File: src/rtl/serprog_pkg.sv
`timescale 1ns/1ps
package serprog_pkg;
  localparam int REF_W    = 12;
  localparam int AUX_W    = 14;
  localparam int CHAN_W   = 16;
  localparam int CTRL_LEN = 8;
  localparam int REF_LEN  = 32;
  localparam int CHAN_LEN = 2 * CHAN_W;
  localparam int CNT_W    = $clog2(REF_LEN + 1) + 1;

  typedef struct packed {
    logic shift;
    logic ldCtrl;
    logic ldRef;
    logic ldChan;
  } strobe_t;

  typedef struct packed {
    logic test;
    logic auxSel;
    logic refDiv3;
    logic txPd;
    logic rxPd;
    logic refPd;
  } ctrl_t;

  typedef struct packed {
    logic [REF_W-1:0] refRatio;
    logic [AUX_W-1:0] auxRatio;
    logic             sel1;
    logic             sel2;
    logic             auxEn;
  } ref_t;
endpackage

File: src/rtl/serprog_ctrl.sv
`timescale 1ns/1ps
module serprog_ctrl
  import serprog_pkg::*;
#(
  parameter int SYNC_STAGES = 2
) (
  input  logic    clk,
  input  logic    rstN,
  input  logic    sClk,
  input  logic    sEnb,
  input  logic    headCtrl,
  input  logic    headRef,
  input  logic    auxSel,
  output strobe_t st
);
  localparam int CNT_MAX = (1 << CNT_W) - 1;

  logic [SYNC_STAGES-1:0] clkSync, enbSync;
  logic clkPrev, enbPrev;
  logic clkRise, enbRise, enbFall;
  logic [CNT_W-1:0] cnt, lowCnt;

  always_ff @(posedge clk or negedge rstN) begin
    if (!rstN) begin
      clkSync <= '0;
      enbSync <= '0;
      clkPrev <= 1'b0;
      enbPrev <= 1'b0;
    end else begin
      clkSync <= {clkSync[SYNC_STAGES-2:0], sClk};
      enbSync <= {enbSync[SYNC_STAGES-2:0], sEnb};
      clkPrev <= clkSync[SYNC_STAGES-1];
      enbPrev <= enbSync[SYNC_STAGES-1];
    end
  end

  assign clkRise = clkSync[SYNC_STAGES-1] & ~clkPrev;
  assign enbRise = enbSync[SYNC_STAGES-1] & ~enbPrev;
  assign enbFall = ~enbSync[SYNC_STAGES-1] & enbPrev;

  // cnt counts clocks of the current enable phase; lowCnt keeps the low-phase count
  always_ff @(posedge clk or negedge rstN) begin
    if (!rstN) begin
      cnt    <= '0;
      lowCnt <= '0;
    end else if (enbRise) begin
      lowCnt <= cnt;
      cnt    <= '0;
    end else if (enbFall) begin
      cnt    <= '0;
    end else if (clkRise && cnt != CNT_W'(CNT_MAX)) begin
      cnt    <= cnt + 1'b1;
    end
  end

  logic chanLenOk;
  assign chanLenOk = auxSel ? (lowCnt == CNT_W'(CHAN_W)) : (lowCnt == CNT_W'(CHAN_LEN));

  always_comb begin
    st        = '0;
    st.shift  = clkRise;
    st.ldCtrl = enbFall && (cnt == CNT_W'(CTRL_LEN)) && headCtrl;
    st.ldRef  = enbFall && (cnt == CNT_W'(REF_LEN)) && !headRef;
    st.ldChan = enbFall && (cnt == '0) && chanLenOk;
  end
endmodule

File: src/rtl/serprog_dp.sv
`timescale 1ns/1ps
module serprog_dp
  import serprog_pkg::*;
#(
  parameter int SYNC_STAGES = 2
) (
  input  logic              clk,
  input  logic              rstN,
  input  logic              sData,
  input  logic              sAux,
  input  strobe_t           st,
  output logic              headCtrl,
  output logic              headRef,
  output ctrl_t             ctrlQ,
  output ref_t              refQ,
  output logic [CHAN_W-1:0] txQ,
  output logic [CHAN_W-1:0] rxQ
);
  logic [SYNC_STAGES-1:0] dataSync, auxSync;
  logic [REF_LEN-1:0]     mainSr;
  logic [CHAN_W-1:0]      auxSr;

  always_ff @(posedge clk or negedge rstN) begin
    if (!rstN) begin
      dataSync <= '0;
      auxSync  <= '0;
      mainSr   <= '0;
      auxSr    <= '0;
    end else begin
      dataSync <= {dataSync[SYNC_STAGES-2:0], sData};
      auxSync  <= {auxSync[SYNC_STAGES-2:0], sAux};
      if (st.shift) begin
        mainSr <= {mainSr[REF_LEN-2:0], dataSync[SYNC_STAGES-1]};
        auxSr  <= {auxSr[CHAN_W-2:0], auxSync[SYNC_STAGES-1]};
      end
    end
  end

  assign headCtrl = mainSr[CTRL_LEN-1];
  assign headRef  = mainSr[REF_LEN-1];

  always_ff @(posedge clk or negedge rstN) begin
    if (!rstN) begin
      ctrlQ <= '0;
      refQ  <= '0;
      txQ   <= '0;
      rxQ   <= '0;
    end else begin
      if (st.ldCtrl) ctrlQ <= mainSr[CTRL_LEN-2 -: $bits(ctrl_t)];
      if (st.ldRef)  refQ  <= mainSr[REF_LEN-2 -: $bits(ref_t)];
      if (st.ldChan) begin
        txQ <= ctrlQ.auxSel ? auxSr : mainSr[CHAN_LEN-1 -: CHAN_W];
        rxQ <= mainSr[CHAN_W-1:0];
      end
    end
  end
endmodule

File: src/rtl/serprog_top.sv
`timescale 1ns/1ps
module serprog_top
  import serprog_pkg::*;
#(
  parameter int SYNC_STAGES = 2
) (
  input  logic              clk,
  input  logic              rstN,
  input  logic              sClk,
  input  logic              sEnb,
  input  logic              sData,
  input  logic              sAux,
  output logic              testMode,
  output logic              auxDataSel,
  output logic              refDiv3,
  output logic              txPowerDown,
  output logic              rxPowerDown,
  output logic              refPowerDown,
  output logic [REF_W-1:0]  refRatio,
  output logic [AUX_W-1:0]  auxRatio,
  output logic              fr1Sel1,
  output logic              fr1Sel2,
  output logic              auxRefEn,
  output logic [CHAN_W-1:0] txRatio,
  output logic [CHAN_W-1:0] rxRatio
);
  strobe_t st;
  ctrl_t   ctrlQ;
  ref_t    refQ;
  logic    headCtrl, headRef;

  serprog_ctrl #(.SYNC_STAGES(SYNC_STAGES)) uCtrl (
    .clk(clk), .rstN(rstN), .sClk(sClk), .sEnb(sEnb),
    .headCtrl(headCtrl), .headRef(headRef), .auxSel(ctrlQ.auxSel), .st(st)
  );

  serprog_dp #(.SYNC_STAGES(SYNC_STAGES)) uDp (
    .clk(clk), .rstN(rstN), .sData(sData), .sAux(sAux), .st(st),
    .headCtrl(headCtrl), .headRef(headRef),
    .ctrlQ(ctrlQ), .refQ(refQ), .txQ(txRatio), .rxQ(rxRatio)
  );

  assign testMode     = ctrlQ.test;
  assign auxDataSel   = ctrlQ.auxSel;
  assign refDiv3      = ctrlQ.refDiv3;
  assign txPowerDown  = ctrlQ.txPd;
  assign rxPowerDown  = ctrlQ.rxPd;
  assign refPowerDown = ctrlQ.refPd;
  assign refRatio     = refQ.refRatio;
  assign auxRatio     = refQ.auxRatio;
  assign fr1Sel1      = refQ.sel1;
  assign fr1Sel2      = refQ.sel2;
  assign auxRefEn     = refQ.auxEn;
endmodule

File: config.mk
export PLATFORM = sky130hd
export DESIGN_NAME = serprog_top
export DESIGN_NICKNAME = d
export VERILOG_FILES = /design/src/rtl/serprog_pkg.sv /design/src/rtl/serprog_ctrl.sv /design/src/rtl/serprog_dp.sv /design/src/rtl/serprog_top.sv
export SDC_FILE = /design/constraint.sdc
export NUM_CORES = 1
export LEC_CHECK = 0
export BUFFER_PORTS_ARGS = -buffer_cell sky130_fd_sc_hd__buf_2
export CORE_UTILIZATION = 50
export DETAILED_ROUTE_END_ITERATION = 16
export PLACE_DENSITY_LB_ADDON = 0.25
export SYNTH_ARGS = -nofsm -noshare
export SYNTH_HDL_FRONTEND = slang
export SYNTH_SLANG_ARGS = --single-unit
File: constraint.sdc
create_clock -name clk -period 2.25 [get_ports clk]
set_input_delay 0.1125 -clock clk [delete_from_list [all_inputs] [get_ports clk]]
set_output_delay 0.1125 -clock clk [all_outputs]
set_load 0.005 [all_outputs]
==> flow_summary.json <==
{
  "worstPathRequired_ns": 2.65,
  "drc": 0,
  "cts-buffers-inserted": 17,
  "htreeDepth": 4,
  "numClockSinks": 139,
  "die_w_um": 106.5,
  "cp_slowest_stage_delay_ns": 0.57,
  "grt_pass1_vias": 3504,
  "crit_type": "flip-flop to flip-flop",
  "cts-root-buf": "clkbuf_8",
  "post_cts.repair.setup_buffers": 0,
  "placed_area_mm2": 0.006028,
  "combPwrFrac_pct": 4.1,
  "setup_viol": 0,
  "wl_um": 10690,
  "peakVddDrop_uv": 595.3,
  "grt_max_degree": 67,
  "cts_tree": "yes",
  "start_util_pct": 52.22,
  "diodes": 0,
  "synth_nets": 453,
  "p_switching_uw": 1302,
  "gp_congestion": 0.7024,
  "core_mm2": 0.01046,
  "io_buffer_count": 72,
  "synth_cell_type_count": 33,
  "multi_input_area_mm2": 0.001873,
  "crit_path_start_kind": "flip-flop",
  "cp_max_fo": 32,
  "grt.overflow.total": 0,
  "critical-path-top-delay-family": "simple AND/OR/NAND/NOR gates",
  "syn_inst": 445,
  "fin_area_mm2": 0.006723,
  "grt_pass1_wl_um": 17990,
  "slew_headroom_pct": 61.86,
  "clk_pin_slew_ns": 0.06,
  "period_share_pct": 92.98,
  "antenna_found_initial": 0,
  "dp_hpwl_um": 6412,
  "drive_gt1_share_pct": 35.73,
  "tightest_slew_ns": 0.5702,
  "seq_power_share_pct": 46.1,
  "syn-cell-area_mm2": 0.005464,
  "ys_seq_area_share_pct": 63.66,
  "dieArea_mm2": 0.01135,
  "cp.arrival_ns": 2.49,
  "final_core_util_pct": 64.26,
  "clock.fmax_ghz": 0.4780,
  "tns_ns": 0,
  "timing_hold_violations_final": 0,
  "maxCapViolations": 0,
  "maxSlewViolCount": 0,
  "synth_top_area_share_pct": 63.66,
  "die_y_um": 106.5,
  "yosysWarnings": 0,
  "internal_power_uw": 4665,
  "cts_buffer_depth": 2,
  "num-nets-final": 538,
  "critPathBufInv": 1,
  "seqCellArea_mm2": 0.003478,
  "antenna_left": 0,
  "cp_slowest_cell": "or4b_4",
  "fillers": 835,
  "period_needed_ns": 2.092,
  "drt-initial-drc-count": 156,
  "p_leak_uw": 0.003698,
  "p_clk_share_pct": 49.8,
  "synth_area_per_cell_um2": 12.28,
  "power_density_mw_per_mm2": 887.5,
  "track_usage_pct": 20.81,
  "synthToLayoutAreaGrowth_pct": 23.04,
  "rows": 37,
  "wire_per_inst_um": 15.75,
  "whs_ns": 0.09725,
  "swShare_pct": 21.82,
  "vias": 3545,
  "crit_chain": "or4b_4 -> nor3_1 -> and3_2 -> buf_12 -> mux2_2",
  "num_io_pins": 73,
  "yosys.area.top_type": "dfrtp_1",
  "worstSkewPairLatency_ns": 0.52,
  "synth-seq-cells": 139,
  "vias_per_cell": 5.221,
  "status": "finished clean",
  "critPathCaptureType": "flip-flop",
  "dr.pass1.iters": 4,
  "synth.area.top_cells": "dfrtp_1 (64%), mux2_2 (15%), nand2_1 (10%)",
  "rsz0062_at_grt": "no",
  "hold_path.class": "input pin to async pin",
  "skew_ns": 0.006416
}
## cells in the mapped netlist
master,n
mux2_2,74
and3_1,3
a31oi_1,1
or4_1,2
nor2b_1,1
nor3_2,1
a211oi_1,1
nand2_1,149
o21ai_0,3
or4b_4,1
dfrtp_1,139
ha_1,2
clkbuf_1,15
buf_2,1
buf_8,1
mux2i_1,1
o22ai_1,1
nand2b_1,5
o211ai_1,1
nor2_1,6
xnor2_1,1
xor2_1,2
nor3_1,4
a21oi_1,2
buf_4,2
and4_1,1
buf_6,3
nand3b_1,1
nand3_1,3
nor4_2,1
o31ai_1,1
mux2_1,14
inv_1,2
## area by class of cell
type / instances / area share, %
Clock buffer: 23 / 7.240
Clock inverter: 9 / 2.345
Inverter: 2 / 0.1117
Multi-Input combinational cell: 282 / 27.86
Sequential cell: 139 / 51.74
Tap cell: 136 / 2.531
Timing Repair Buffer: 88 / 8.170
## cells by family after synthesis
group,Yosys count,synth area share (%)
AND/OR/NAND/NOR,178,13.56
flip-flops,139,63.66
multiplexers,89,18.32
buffers and inverters,24,2.427
AO/OA/AOI/OAI,10,1.099
XOR/XNOR,3,0.4810
adder cells (fa/ha/maj),2,0.4579
## flip-flops by register name, indices dropped and copies added (netlist names)
name	count
uCtrl.cnt	7
uCtrl.enbPrev	1
uCtrl.clkSync	2
uCtrl.lowCnt	7
uDp.refQ	29
uDp.txQ	16
uDp.mainSr	32
uDp.rxQ	16
uDp.ctrlQ	6
uCtrl.enbSync	2
uDp.auxSr	16
uDp.auxSync	2
uCtrl.clkPrev	1
uDp.dataSync	2
## stage by stage
| stage | worst slack [ns] | cells | total power (uW) |
|---|---|---|---|
| detailed placement | 0.1590 | 642 | 3030 |
| CTS | 0.1585 | 679 | 6031 |
| floorplan | 0.2310 | 445 | 2887 |
| global placement | 0.2042 | 642 | 3008 |
| global route | 0.08485 | 679 | 6194 |
| finish | 0.1579 | 679 | 5966 |
## cell usage in the layout (no fill, tap or decap), types with 2 or more instances in the layout
| cell | Yosys | routed |
|---|---|---|
| inv_1 | 2 | 2 |
| and3_1 | 3 | 2 |
| dlygate4sd3_1 | 0 | 5 |
| o21ai_0 | 3 | 3 |
| buf_2 | 1 | 71 |
| mux2_2 | 74 | 74 |
| clkbuf_16 | 0 | 16 |
| nor3_1 | 4 | 4 |
| dfrtp_1 | 139 | 139 |
| buf_4 | 2 | 7 |
| clkbuf_8 | 0 | 6 |
| nand2b_1 | 5 | 4 |
| a21oi_1 | 2 | 2 |
| or4_1 | 2 | 2 |
| mux2_1 | 14 | 14 |
| xor2_1 | 2 | 2 |
| clkinvlp_4 | 0 | 2 |
| nor2_1 | 6 | 6 |
| ha_1 | 2 | 2 |
| bufinv_16 | 0 | 4 |
| nand2_1 | 149 | 149 |
| nand3_1 | 3 | 3 |
| buf_12 | 0 | 4 |
## worst reg2reg max path: stages, from the launching register on
cell	delay [ns]
dfrtp_1	0.41
or4b_4	0.57
nor3_1	0.17
and3_2	0.22
buf_12	0.22
mux2_2	0.38
## path summary, 6_finish.rpt
| check | from | endpoint | slack, ns | cells after the start |
|---|---|---|---|---|
| hold / removal | rstN | uDp.refQ[11]$_DFFE_PN0P_ | 0.1 | 2 |
| min in group clk | sEnb | uCtrl.enbSync[0]$_DFF_PN0_ | 0.24 | 2 |
| max in group asynchronous | rstN | uDp.refQ[19]$_DFFE_PN0P_ | 1.42 | 3 |
| hold reg to reg | uDp.dataSync[0]$_DFF_PN0_ | uDp.dataSync[1]$_DFF_PN0_ | 0.35 | 0 |
| setup reg to reg | uCtrl.enbSync[1]$_DFF_PN0_ | uDp.txQ[14]$_DFFE_PN0P_ | 0.16 | 5 |
| setup / recovery | uCtrl.enbSync[1]$_DFF_PN0_ | uDp.txQ[14]$_DFFE_PN0P_ | 0.16 | 5 |
## power groups by stage
stage,Combinational [uW],Clock [uW],Sequential (uW)
global placement,229,0,2780
global route,288,3140,2770
detailed placement,241,0,2790
floorplan,142,0,2750
CTS,253,3030,2750
finish,246,2970,2750
## what timing repair did
| action | 4_1_cts | 5_1_grt |
|---|---|---|
| hold buffers | 5 | 0 |
| gates resized for setup | 0 | 0 |
| hold endpoints to repair | 143 | 0 |
## per-layer routing
metal / wire [um] / track usage (%)
met3: 413 / 5.150
met4: 141 / 7.534
met2: 5201 / 32.51
met5: 0 / 0
met1: 4936 / 28.40
No activity file was read; power rests on OpenSTA's default activity.
